### config.mk
export PLATFORM = sky130hd
export DESIGN_NAME = clkpol_ctrl
export DESIGN_NICKNAME = d
export VERILOG_FILES = /design/src/rtl/clkpol_pkg.sv /design/src/rtl/clkpol_lock.sv /design/src/rtl/clkpol_seq.sv /design/src/rtl/clkpol_masks.sv /design/src/rtl/clkpol_ctrl.sv
export SDC_FILE = /design/constraint.sdc
export NUM_CORES = 1
export LEC_CHECK = 0
export ABC_AREA = 0
export BUFFER_PORTS_ARGS = -buffer_cell sky130_fd_sc_hd__buf_4
export CORE_MARGIN = 4
export CORE_UTILIZATION = 35
export CTS_CLUSTER_DIAMETER = 40
export DETAILED_ROUTE_END_ITERATION = 7
export REMOVE_ABC_BUFFERS = 1
export SYNTH_ARGS = -nofsm -noshare
export SYNTH_HDL_FRONTEND = slang
export SYNTH_SLANG_ARGS = --single-unit
### constraint.sdc
create_clock -name clk -period 3.22 [get_ports clk]
set_input_delay 0.161 -clock clk [delete_from_list [all_inputs] [get_ports clk]]
set_output_delay 0.161 -clock clk [all_outputs]
set_load 0.005 [all_outputs]
### src/rtl/clkpol_pkg.sv
package clkpol_pkg;
  localparam int          POLICIES   = 4;
  localparam logic [1:0]  POL_RESET  = 2'd2;
  localparam logic [23:0] ACCESS_KEY = 24'h00A5A5;
  localparam int WORD_ACCESS = 0;
  localparam int WORD_CTRL   = 1;
  localparam int WORD_STOP   = 2;
  localparam int CTL_GO   = 0;
  localparam int CTL_SYNC = 1;
  localparam int CTL_COPY = 2;
  localparam int CTL_TGT  = 8;
  localparam int CTL_ACT  = 12;
  typedef logic [1:0] pol_t;
endpackage

### src/rtl/clkpol_lock.sv
module clkpol_lock
  import clkpol_pkg::*;
(
  input  logic        clk,
  input  logic        rst,
  input  logic        acc_we,
  input  logic [23:0] key,
  input  logic        open_bit,
  output logic        unlocked
);
  always_ff @(posedge clk) begin
    if (rst)                         unlocked <= 1'b0;
    else if (acc_we && key == ACCESS_KEY) unlocked <= open_bit;
  end

  AST_LOCK_ONLY_BY_ACCESS: assert property (@(posedge clk) disable iff (rst)
    !acc_we |=> $stable(unlocked));
endmodule

### src/rtl/clkpol_seq.sv
module clkpol_seq
  import clkpol_pkg::*;
#(
  parameter int BUSY_CYC = 8
) (
  input  logic clk,
  input  logic rst,
  input  logic go_wr,
  input  logic stop_wr,
  input  logic sync_req,
  input  logic copy_req,
  input  pol_t tgt_in,
  output logic busy,
  output logic stopping,
  output logic stopped,
  output pol_t active,
  output pol_t target
);
  localparam int CW = (BUSY_CYC > 1) ? $clog2(BUSY_CYC) : 1;
  localparam logic [CW-1:0] CNT_LOAD = CW'(BUSY_CYC - 1);

  logic [CW-1:0] cnt;
  logic          sync_q, copy_q;
  logic          running;

  assign running = busy | stopping;

  always_ff @(posedge clk) begin
    if (rst) begin
      busy     <= 1'b0;
      stopping <= 1'b0;
      stopped  <= 1'b0;
      active   <= POL_RESET;
      target   <= POL_RESET;
      sync_q   <= 1'b0;
      copy_q   <= 1'b0;
      cnt      <= '0;
    end else if (running) begin
      if (cnt == '0) begin
        busy     <= 1'b0;
        stopping <= 1'b0;
        if (stopping) stopped <= 1'b1;
        if (busy && !sync_q && copy_q) active <= target;
      end else begin
        cnt <= cnt - 1'b1;
      end
    end else if (go_wr) begin
      busy    <= 1'b1;
      stopped <= 1'b0;
      target  <= tgt_in;
      sync_q  <= sync_req;
      copy_q  <= copy_req;
      cnt     <= CNT_LOAD;
      if (sync_req) active <= tgt_in;
    end else if (stop_wr && !stopped) begin
      stopping <= 1'b1;
      cnt      <= CNT_LOAD;
    end
  end

  AST_GO_SELF_CLEARS: assert property (@(posedge clk) disable iff (rst)
    (busy && cnt == '0) |=> !busy);
  AST_ACTIVE_HELD_IN_RAMP: assert property (@(posedge clk) disable iff (rst)
    (running && cnt != '0) |=> $stable(active));
  AST_ONE_OPERATION: assert property (@(posedge clk) disable iff (rst)
    !(busy && stopping));
endmodule

### src/rtl/clkpol_masks.sv
module clkpol_masks
  import clkpol_pkg::*;
#(
  parameter int NCLK = 16
) (
  input  logic            clk,
  input  logic            rst,
  input  logic            wr_req,
  input  logic            unlocked,
  input  logic            stopped,
  input  logic [1:0]      widx,
  input  logic [NCLK-1:0] wdata,
  input  logic [1:0]      ridx,
  input  pol_t            sel,
  output logic [NCLK-1:0] rd_mask,
  output logic [NCLK-1:0] sel_mask
);
  logic [NCLK-1:0]          mem [POLICIES];
  logic [POLICIES*NCLK-1:0] flat;

  always_ff @(posedge clk) begin
    if (rst) begin
      for (int i = 0; i < POLICIES; i++) mem[i] <= '1;
    end else if (wr_req && unlocked && stopped) begin
      mem[widx] <= wdata;
    end
  end

  always_comb begin
    for (int i = 0; i < POLICIES; i++) flat[i*NCLK +: NCLK] = mem[i];
  end

  assign rd_mask  = mem[ridx];
  assign sel_mask = mem[sel];

  AST_MASK_GUARDED: assert property (@(posedge clk) disable iff (rst)
    (!unlocked || !stopped) |=> $stable(flat));
endmodule

### src/rtl/clkpol_ctrl.sv
module clkpol_ctrl
  import clkpol_pkg::*;
#(
  parameter int NCLK     = 16,
  parameter int BUSY_CYC = 8,
  parameter int AW       = 3
) (
  input  logic            clk,
  input  logic            rst,
  input  logic            bus_we,
  input  logic [AW-1:0]   bus_addr,
  input  logic [31:0]     bus_wdata,
  output logic [31:0]     bus_rdata,
  output logic [1:0]      active_pol,
  output logic [NCLK-1:0] clk_en
);
  logic unlocked, busy, stopping, stopped;
  logic acc_we, go_wr, stop_wr, mask_wr, is_mask;
  pol_t target;
  logic [NCLK-1:0] rd_mask, sel_mask;
  logic [31:0] rd_next;

  assign is_mask = (bus_addr[AW-1:2] == (AW-2)'(1));
  assign acc_we  = bus_we && bus_addr == AW'(WORD_ACCESS);
  assign go_wr   = bus_we && unlocked && bus_addr == AW'(WORD_CTRL) && bus_wdata[CTL_GO];
  assign stop_wr = bus_we && unlocked && bus_addr == AW'(WORD_STOP) && bus_wdata[0];
  assign mask_wr = bus_we && is_mask;

  clkpol_lock u_lock (
    .clk(clk), .rst(rst), .acc_we(acc_we),
    .key(bus_wdata[31:8]), .open_bit(bus_wdata[0]), .unlocked(unlocked)
  );

  clkpol_seq #(.BUSY_CYC(BUSY_CYC)) u_seq (
    .clk(clk), .rst(rst), .go_wr(go_wr), .stop_wr(stop_wr),
    .sync_req(bus_wdata[CTL_SYNC]), .copy_req(bus_wdata[CTL_COPY]),
    .tgt_in(bus_wdata[CTL_TGT +: 2]), .busy(busy), .stopping(stopping),
    .stopped(stopped), .active(active_pol), .target(target)
  );

  clkpol_masks #(.NCLK(NCLK)) u_masks (
    .clk(clk), .rst(rst), .wr_req(mask_wr), .unlocked(unlocked),
    .stopped(stopped), .widx(bus_addr[1:0]), .wdata(bus_wdata[NCLK-1:0]),
    .ridx(bus_addr[1:0]), .sel(active_pol), .rd_mask(rd_mask),
    .sel_mask(sel_mask)
  );

  always_comb begin
    rd_next = '0;
    if (is_mask) begin
      rd_next[NCLK-1:0] = rd_mask;
    end else begin
      case (int'(bus_addr))
        WORD_ACCESS: rd_next[0] = unlocked;
        WORD_CTRL: begin
          rd_next[CTL_GO]       = busy;
          rd_next[CTL_TGT +: 2] = target;
          rd_next[CTL_ACT +: 2] = active_pol;
        end
        WORD_STOP: begin
          rd_next[0] = stopping;
          rd_next[1] = stopped;
        end
        default: rd_next = '0;
      endcase
    end
  end

  always_ff @(posedge clk) begin
    if (rst) begin
      bus_rdata <= '0;
      clk_en    <= '1;
    end else begin
      bus_rdata <= rd_next;
      clk_en    <= sel_mask;
    end
  end

  AST_LOCKED_NO_GO: assert property (@(posedge clk) disable iff (rst)
    (!unlocked && !busy) |=> !busy);
endmodule

==> run_results.csv, run 1 <==
group,metric,value,unit
power_and_ir_drop,ir_worst_vdd,0.000221,V
timing,fmax,0.454,GHz
timing,finalMaxSlewViolations,0,
critical_path,crit_path_max_incr_delay,700,ps
drt,drcViolationCount,0,
yosys,ys_seq_area_frac,0.572,
placement,dp_hpwl,7670,um
status,status,"finished, final reports clean",
global_route,antenna_found_initial,0,
layout,area.growth.synth_to_final,19.4,%
power_and_ir_drop,intPower,2.17,mW
floorplan,ios,88,
yosys,synth_cell_types,40,
clock_network,clockBufferDepth,2,
run,max_cap_viol_count,0,
critical_path,path_common_cell,"or2_1",
critical_path,critPathKind,"flip-flop to flip-flop",
timing,clock_skew,6.33,ps
critical_path,cp_slowest_cell,"or2_1",
power_and_ir_drop,power_switching,0.591,mW
critical_path,worstPathCellList,"nand3_1, or2_1, nor3_4, or2_1",
drt,vias,3150,
yosys,syn_area_per_cell,13.1,um2
critical_path,critical_path_buf_inv_count,0,
critical_path,cp_top_family,"simple AND/OR/NAND/NOR gates",
floorplan,die_x,127,um
critical_path,worstPathMaxFanout,16,
clock_network,clock_sinks,109,
placement,place_ws,992,ps
global_route,grt_max_degree,42,
drt,avgViaCountPerCell,4.99,
clock_network,cts-htree-levels,3,
global_route,grt_first_pass_wirelength,18000,um
drt,drtAntennaViolNets,0,
yosys,ys_ff_latch,109,
drt,wl_met1,4890,um
layout,multi_input_area,1860,um2
drt,wirelength,11400,um
layout,final_area,5890,um2
timing,finalSetupTns,0,ps
critical_path,cp-startpoint,"u_lock.unlocked",
yosys,yosysWarningCount,0,
drt,drtIter0Drc,227,
layout,layout_common_cells,"buf_4 (84), edfxtp_1 (64), dfxtp_1 (45)",
clock_network,ctsRootBufferMaster,"clkbuf_16",
yosys,synthesis.area,4930,um2
global_route,grt_pass1_vias,3305,
worst_hold_path,hp-class,"input port to flip-flop",
timing,setup_slack,1020,ps
clock_network,clk_pin_slew,70,ps
power_and_ir_drop,pwr-share-comb,0.060,
power_and_ir_drop,power_leakage,1.82,nW
floorplan,start_util,0.357,
power_and_ir_drop,seqPwrFrac,0.537,
global_route,grt_overflow,0,
yosys,synthArstFlopShare,0,
critical_path,cp_data_required_time,3200,ps
timing,finalCritPeriodShare,0.684,
timing,worst_pin_slew,1060,ps
layout,final_nets,487,
drt,first_pass_iters,4,
drt,top_layer_used,"met4",
drt,wl_per_cell,18.1,um
critical_path,end_kind,"flip-flop",
timing,finalSetupViolations,0,
power_and_ir_drop,swShare,0.214,
worst_hold_path,min_from,"bus_wdata[6]",
floorplan,core_area,13800,um2
critical_path,start_kind,"flip-flop",
layout,layout_commonest_cell,"buf_4",
power_and_ir_drop,clkPwrFrac,0.404,
layout,fill_cells,1296,
yosys,synthFlopType,"edfxtp_1",
clock_network,cts-hold-fix-buffers,0,
layout,fin_util,0.426,
floorplan,die_y,127,um
placement,port_buffers,71,
layout,seq_area,2820,um2
timing,hold_viol,0,
critical_path,crit_arrival,2180,ps
clock_network,insertion_delay,350,ps
clock_network,cts_tree,"yes",
power_and_ir_drop,total_power,2.76,mW
yosys,synth_edf_count,64,
drt,wl_met3,559,um
placement,gp_congestion,0.756,
timing,slew_headroom,0.293,
critical_path,r2r_start,"u_lock.unlocked",
clock_network,cts_resized,0,
timing,rsz0062_at_grt,"no",
placement,postPlaceCellArea,5590,um2
drt,route.met2.wl,5760,um
clock_network,post_cts_buffers,0,
timing,fin_crit,2200,ps
layout,antenna_cells,0,
layout,drive_gt1_frac,0.333,
floorplan,rows,43,
floorplan,die_area,16100,um2
clock_network,numCtsBuffers,9,
yosys,synth_cells,376,
global_route,grtUsageTotal,0.146,
power_and_ir_drop,power.density,469,nW/um2
==> kinds of logic after synthesis <==
group | Yosys count | share of synthesized area
compound gates | 29 | 0.0373
fa+ha+maj | 2 | 0.00507
buf+inv | 52 | 0.0614
flops | 109 | 0.572
mux | 36 | 0.154
other cells | 1 | 0.000760
simple gates | 147 | 0.169
==> through the flow <==
step                std cells  hold WS (ps)
floorplan                 352           230
global placement          616           441
detailed placement        616           444
CTS                       631          69.9
global route              631          84.6
finish                    631          78.3
==> cell type report <==
class,instances,share of cell area
timing repair buffer,84,0.107
clock inverter,5,0.0104
inverter,13,0.00829
multi-input combinational,230,0.316
clock buffer,10,0.0406
tap,180,0.0382
sequential,109,0.479
==> state kept, by name, summed over array words and instances (netlist names) <==
name and cells:
u_seq.target 2, u_seq.stopped 1, u_seq.copy_q 1, u_seq.sync_q 1, u_masks.mem 64, u_seq.stopping 1, u_lock.unlocked 1, u_seq.busy 1
bus_rdata 16, u_seq.cnt 3, clk_en 16, u_seq.active 2
==> worst register-to-register path: stages (launching register included) <==
cell and delay [ps]:
dfxtp_1 390, nand3_1 270, or2_1 340, nor3_4 120
or2_1 700
==> cells in the mapped netlist (13+ instances only) <==
cell / n / area share
or2_2: 17 / 0.022
buf_4: 19 / 0.029
inv_1: 13 / 0.0099
dfxtp_1: 45 / 0.18
nand2b_1: 15 / 0.019
nand2_1: 32 / 0.024
edfxtp_1: 64 / 0.39
a21oi_1: 14 / 0.014
or3_1: 22 / 0.028
nor2_1: 17 / 0.013
mux4_2: 32 / 0.15
nor2b_1: 14 / 0.018
==> power groups by stage <==
| stage | registers [mW] | logic, mW | clock network [mW] |
|---|---|---|---|
| floorplan | 1.52 | 0.0500 | 0 |
| global placement | 1.51 | 0.165 | 0 |
| detailed placement | 1.51 | 0.167 | 0 |
| CTS | 1.48 | 0.168 | 1.14 |
| global route | 1.48 | 0.180 | 1.18 |
| finish | 1.48 | 0.165 | 1.11 |
==> path summary, 6_finish.rpt <==
check                           cells past startpoint  slack, ps                 end
worst max-delay path                                4       1020  u_masks.mem[0][15]
worst min-delay path                                2         80   u_masks.mem[0][6]
worst max register to register                      4       1020  u_masks.mem[0][15]
worst min register to register                      2        460        u_seq.sync_q
==> layer usage <==
metal,vias to the layer above,GRT usage
met5,-,0
met4,0,0.0568
met3,12,0.0274
met2,93,0.253
met1,1562,0.182
li1,1483,-
No activity file was read; power rests on OpenSTA's default activity.
==> run 2, diff against run 1 <==
- clock period: 3.22 -> 1.95 ns (I/O delays scaled with it)
==> run_results.csv, run 2 (synthesized netlist as in run 1, its figures left out) <==
group,metric,value,unit
critical_path,cp_data_required_time,2050,ps
power_and_ir_drop,seqPwrFrac,0.512,
status,status,"finished, final reports clean",
drt,first_pass_iters,4,
floorplan,die_y,127,um
floorplan,die_x,127,um
critical_path,rr_endpoint,"u_masks.mem[1][9]",
clock_network,ctsRootBufferMaster,"clkbuf_16",
drt,drtIter0Drc,177,
critical_path,start_kind,"flip-flop",
global_route,grt_first_pass_wirelength,17600,um
layout,fill_cells,1287,
floorplan,ios,88,
global_route,antenna_found_initial,0,
global_route,grt_overflow,0,
critical_path,ff2ff_path_depth,4,
layout,layout_common_cells,"buf_4 (94), edfxtp_1 (64), dfxtp_1 (45)",
drt,vias,3169,
global_route,grt_pass1_vias,3254,
critical_path,end_kind,"flip-flop",
worst_hold_path,whs_path_depth,2,
timing,finalMaxSlewViolations,0,
power_and_ir_drop,power_switching,0.964,mW
clock_network,post_cts_buffers,0,
drt,avgViaCountPerCell,4.94,
placement,dp_hpwl,7950,um
timing,finalSetupViolations,0,
layout,reg_top3,"u_masks.mem: 64 flops, bus_rdata: 16 flops, clk_en: 16 flops",
timing,slew_headroom,0.669,
layout,final_nets,497,
drt,drtAntennaViolNets,0,
worst_hold_path,hp-class,"input port to flip-flop",
global_route,grt_max_degree,42,
timing,clock_skew,4.21,ps
drt,wirelength,11300,um
clock_network,cts_tree,"yes",
global_route,grtUsageTotal,0.144,
timing,finalCritPeriodShare,0.837,
power_and_ir_drop,swShare,0.202,
floorplan,die_area,16100,um2
worst_hold_path,min_from,"bus_wdata[7]",
floorplan,start_util,0.357,
clock_network,cts-htree-levels,3,
timing,fmax,0.613,GHz
power_and_ir_drop,pwr-share-comb,0.059,
layout,largest_reg_flops,64,
drt,wl_per_cell,17.6,um
critical_path,critPathKind,"flip-flop to flip-flop",
power_and_ir_drop,clkPwrFrac,0.429,
power_and_ir_drop,power_leakage,1.90,nW
layout,drive_gt1_frac,0.348,
layout,antenna_cells,0,
clock_network,clk_pin_slew,70,ps
placement,port_buffers,71,
timing,rsz0062_at_grt,"no",
floorplan,core_area,13800,um2
worst_hold_path,min_to,"u_masks.mem[0][7]",
placement,dp.cells,626,
layout,seq_area,2820,um2
clock_network,cts-hold-fix-buffers,0,
critical_path,worstPathMaxFanout,12,
clock_network,clock_sinks,109,
layout,multi_input_area,1860,um2
clock_network,insertion_delay,350,ps
clock_network,numCtsBuffers,9,
run,max_cap_viol_count,0,
timing,setup_slack,318,ps
power_and_ir_drop,intPower,3.82,mW
timing,fin_crit,1630,ps
layout,layout_commonest_cell,"buf_4",
layout,fin_util,0.434,
power_and_ir_drop,power.density,797,nW/um2
timing,worst_pin_slew,491,ps
layout,area.growth.synth_to_final,21.7,%
drt,drcViolationCount,0,
floorplan,rows,43,
power_and_ir_drop,ir_worst_vdd,0.000411,V
placement,place_ws,342,ps
clock_network,cts_resized,0,
layout,regMostFlops,"u_masks.mem",
placement,gp_congestion,0.795,
layout,fin_cells,642,
critical_path,rrSetupSlack,320,ps
timing,hold_viol,0,
critical_path,crit_arrival,1730,ps
critical_path,r2r_start,"u_lock.unlocked",
clock_network,clockBufferDepth,2,
==> run 2: cell types whose count changed in the layout (fill, tap and decap cells not counted), sizes merged <==
cell      delta
clkinv       +3
clkinvlp     -3
bufinv       +2
clkbuf       -1
buf         +10
==> run 2: layout make-up <==
class                           instances  area share
Clock buffer                            9      0.0375
Timing Repair Buffer                   94       0.118
Inverter                               13     0.00813
Sequential cell                       109       0.470
Tap cell                              180      0.0375
Multi-Input combinational cell        230       0.310
Clock inverter                          7      0.0190
==> run 2: worst max-delay path, stage by stage, from the launching register on <==
cell     delay (ps)
dfxtp_1         390
nand3_1         110
or2_1           310
buf_4           210
or3_1           350
==> run 2: worst max path at each step <==
| stage | depth (start not counted) | end | slack (ps) | start |
|---|---|---|---|---|
| after floorplan | 3 | u_masks.mem[1][0] | -300 | u_seq.stopped |
| after CTS | 4 | u_masks.mem[2][10] | 320 | u_seq.stopped |
| final | 4 | u_masks.mem[1][9] | 320 | u_lock.unlocked |
| after global placement | 5 | u_masks.mem[0][11] | 380 | u_lock.unlocked |
| after global routing | 5 | u_masks.mem[0][0] | 230 | u_seq.stopped |
| after detailed placement | 4 | u_masks.mem[1][10] | 340 | u_lock.unlocked |
==> run 2: power groups by stage <==
stage	clock network [mW]	logic [mW]	registers, mW
after floorplan	0	0.0826	2.50
after global placement	0	0.287	2.50
after detailed placement	0	0.289	2.50
after CTS	2.10	0.290	2.45
after global routing	2.20	0.311	2.45
final	2.05	0.284	2.45
==> run 2: through the flow <==
stage / cell area (um2) / setup TNS [ps] / hold slack (ps) / total power [mW]
after floorplan: 4730 / -13750 / 167 / 2.59
after global placement: 5660 / 0 / 387 / 2.79
final: 6000 / 0 / 22.4 / 4.78
after CTS: 6000 / 0 / 11.9 / 4.84
after global routing: 6000 / 0 / 22.4 / 4.95
after detailed placement: 5660 / 0 / 381 / 2.79
==> run 2: layer usage <==
layer  vias up  global-route usage  part of all wire
met5         -                   0                 0
met4         0              0.0479             0.014
met1      1532               0.181              0.41
li1       1507                   -                 -
met2       118               0.250              0.51
met3        12              0.0274             0.066
==> run 3, diff against run 2 <==
- clock period: 1.95 -> 1.5 ns (I/O delays scaled with it)
==> run_results.csv, run 3 (synthesized netlist as in run 1, its figures left out) <==
group,metric,value,unit
critical_path,ff2ff_path_depth,4,
floorplan,die_area,16100,um2
layout,final_nets,519,
worst_hold_path,hp-class,"input port to flip-flop",
floorplan,core_area,13800,um2
layout,reg_top3,"u_masks.mem: 64 flops, bus_rdata: 16 flops, clk_en: 16 flops",
power_and_ir_drop,power_leakage,2.00,nW
clock_network,ctsRootBufferMaster,"clkbuf_16",
timing,hold_viol,0,
drt,first_pass_iters,4,
critical_path,start_kind,"flip-flop",
clock_network,clockBufferDepth,2,
critical_path,worstPathMaxFanout,8,
critical_path,r2r_start,"u_seq.stopped",
layout,drive_gt1_frac,0.399,
layout,layout_commonest_cell,"buf_4",
critical_path,rr_endpoint,"u_masks.mem[1][14]",
run,max_cap_viol_count,0,
worst_hold_path,whs_path_depth,2,
timing,clock_skew,5.14,ps
critical_path,crit_path_max_incr_delay,340,ps
timing,finalMaxSlewViolations,0,
drt,drtIter0Drc,249,
global_route,grt_overflow,0,
layout,antenna_cells,0,
critical_path,cp_data_required_time,1590,ps
layout,multi_input_area,1900,um2
critical_path,cp_slowest_cell,"or3_1",
global_route,grt_first_pass_wirelength,18300,um
drt,vias,3247,
clock_network,numCtsBuffers,9,
placement,port_buffers,71,
critical_path,critPathKind,"flip-flop to flip-flop",
power_and_ir_drop,power_switching,1.25,mW
global_route,grt_pass1_vias,3388,
global_route,grt_max_degree,42,
drt,drcViolationCount,0,
critical_path,rrSetupSlack,50,ps
power_and_ir_drop,ir_worst_vdd,0.000458,V
clock_network,insertion_delay,340,ps
layout,fill_cells,1268,
floorplan,ios,88,
status,status,"finished, final reports clean",
critical_path,crit_arrival,1540,ps
power_and_ir_drop,seqPwrFrac,0.546,
critical_path,end_kind,"flip-flop",
placement,gp_congestion,0.863,
layout,area.growth.synth_to_final,25.6,%
critical_path,cp-startpoint,"u_seq.stopped",
layout,layout_common_cells,"buf_4 (107), edfxtp_1 (64), dfxtp_1 (42)",
power_and_ir_drop,power.density,940,nW/um2
clock_network,clock_sinks,109,
global_route,antenna_found_initial,0,
power_and_ir_drop,swShare,0.215,
critical_path,worstPathCellList,"nand3_2, or2_4, buf_2, or3_1",
layout,seq_area,2830,um2
drt,drtAntennaViolNets,0,
drt,wl_per_cell,17.5,um
floorplan,start_util,0.357,
layout,fin_util,0.448,
floorplan,die_y,127,um
timing,finalSetupViolations,0,
clock_network,cts_tree,"yes",
layout,largest_reg_flops,64,
floorplan,die_x,127,um
placement,dp_hpwl,8440,um
power_and_ir_drop,pwr-share-comb,0.069,
power_and_ir_drop,clkPwrFrac,0.384,
floorplan,rows,43,
clock_network,cts-htree-levels,3,
timing,fin_crit,1450,ps
global_route,grtUsageTotal,0.148,
clock_network,clk_pin_slew,70,ps
timing,hold_ws,10.2,ps
critical_path,setup.worst_path.end,"u_masks.mem[1][14]",
drt,avgViaCountPerCell,4.89,
drt,wirelength,11600,um
layout,regMostFlops,"u_masks.mem",
power_and_ir_drop,intPower,4.57,mW
timing,finalCritPeriodShare,0.964,
timing,fmax,0.692,GHz
-- run 3: cell count changes in the layout (fill, tap and decap cells not counted), moves of 3 or more --
cell,before,now
buf_4,94,107
dfxtp_1,45,42
buf_6,0,4
bufinv_16,3,0
nor2_1,17,14
dfxtp_2,0,3
nor2_2,0,3
-- run 3: how the worst min path moves through the flow --
stage	to	slack, ps	from
floorplan	bus_rdata[12]	140	rst
global placement	u_masks.mem[0][4]	360	bus_wdata[4]
detailed placement	u_masks.mem[0][5]	360	bus_wdata[5]
CTS	u_masks.mem[0][3]	1	bus_wdata[3]
global route	u_masks.mem[0][7]	10	bus_wdata[7]
finish	u_masks.mem[0][3]	10	bus_wdata[3]
-- run 3: critical path: cells and delay by family, from the launching register on --
family | cells | cell delay [ps]
simple gates | 3 | 700
flops | 1 | 330
buf+inv | 1 | 150
-- run 3: per-layer routing --
layer	vias up	track usage	share of wire
met5	-	0	0
met1	1589	0.192	0.43
met4	0	0.0580	0.018
li1	1556	-	-
met2	84	0.244	0.51
met3	18	0.0295	0.050
-- run 3: cell type report --
class                           count  area share
Multi-Input combinational cell    230       0.307
Sequential cell                   109       0.457
Inverter                           13     0.00788
Clock buffer                       12      0.0414
Clock inverter                      4     0.00364
Tap cell                          180      0.0364
Timing Repair Buffer              116       0.148
-- run 3: what timing repair did --
action,in CTS,in global routing
hold buffers,2,0
setup buffers,0,2
setup endpoints to repair,68,86
resized for setup,5,13
pin swaps,1,2
endpoints found under the hold margin,2,0
gates cloned,0,1
-- run 3: power by group through the flow --
stage / sequential (mW) / combinational (mW) / clock, mW
finish: 3.18 / 0.404 / 2.24
detailed placement: 3.25 / 0.398 / 0
global route: 3.18 / 0.438 / 2.41
CTS: 3.18 / 0.404 / 2.29
global placement: 3.25 / 0.396 / 0
floorplan: 3.25 / 0.107 / 0
-- run 3: through the flow --
step	instance area [um2]	std cells	total power [mW]	TNS, ps	setup slack, ps
finish	6190	664	5.82	0	54.1
global route	6190	664	6.03	-74.2	-6.79
CTS	6130	661	5.88	0	0.153
detailed placement	5820	643	3.65	-1700	-83.4
global placement	5820	643	3.64	-706	-34.6
floorplan	4730	352	3.36	-50530	-748
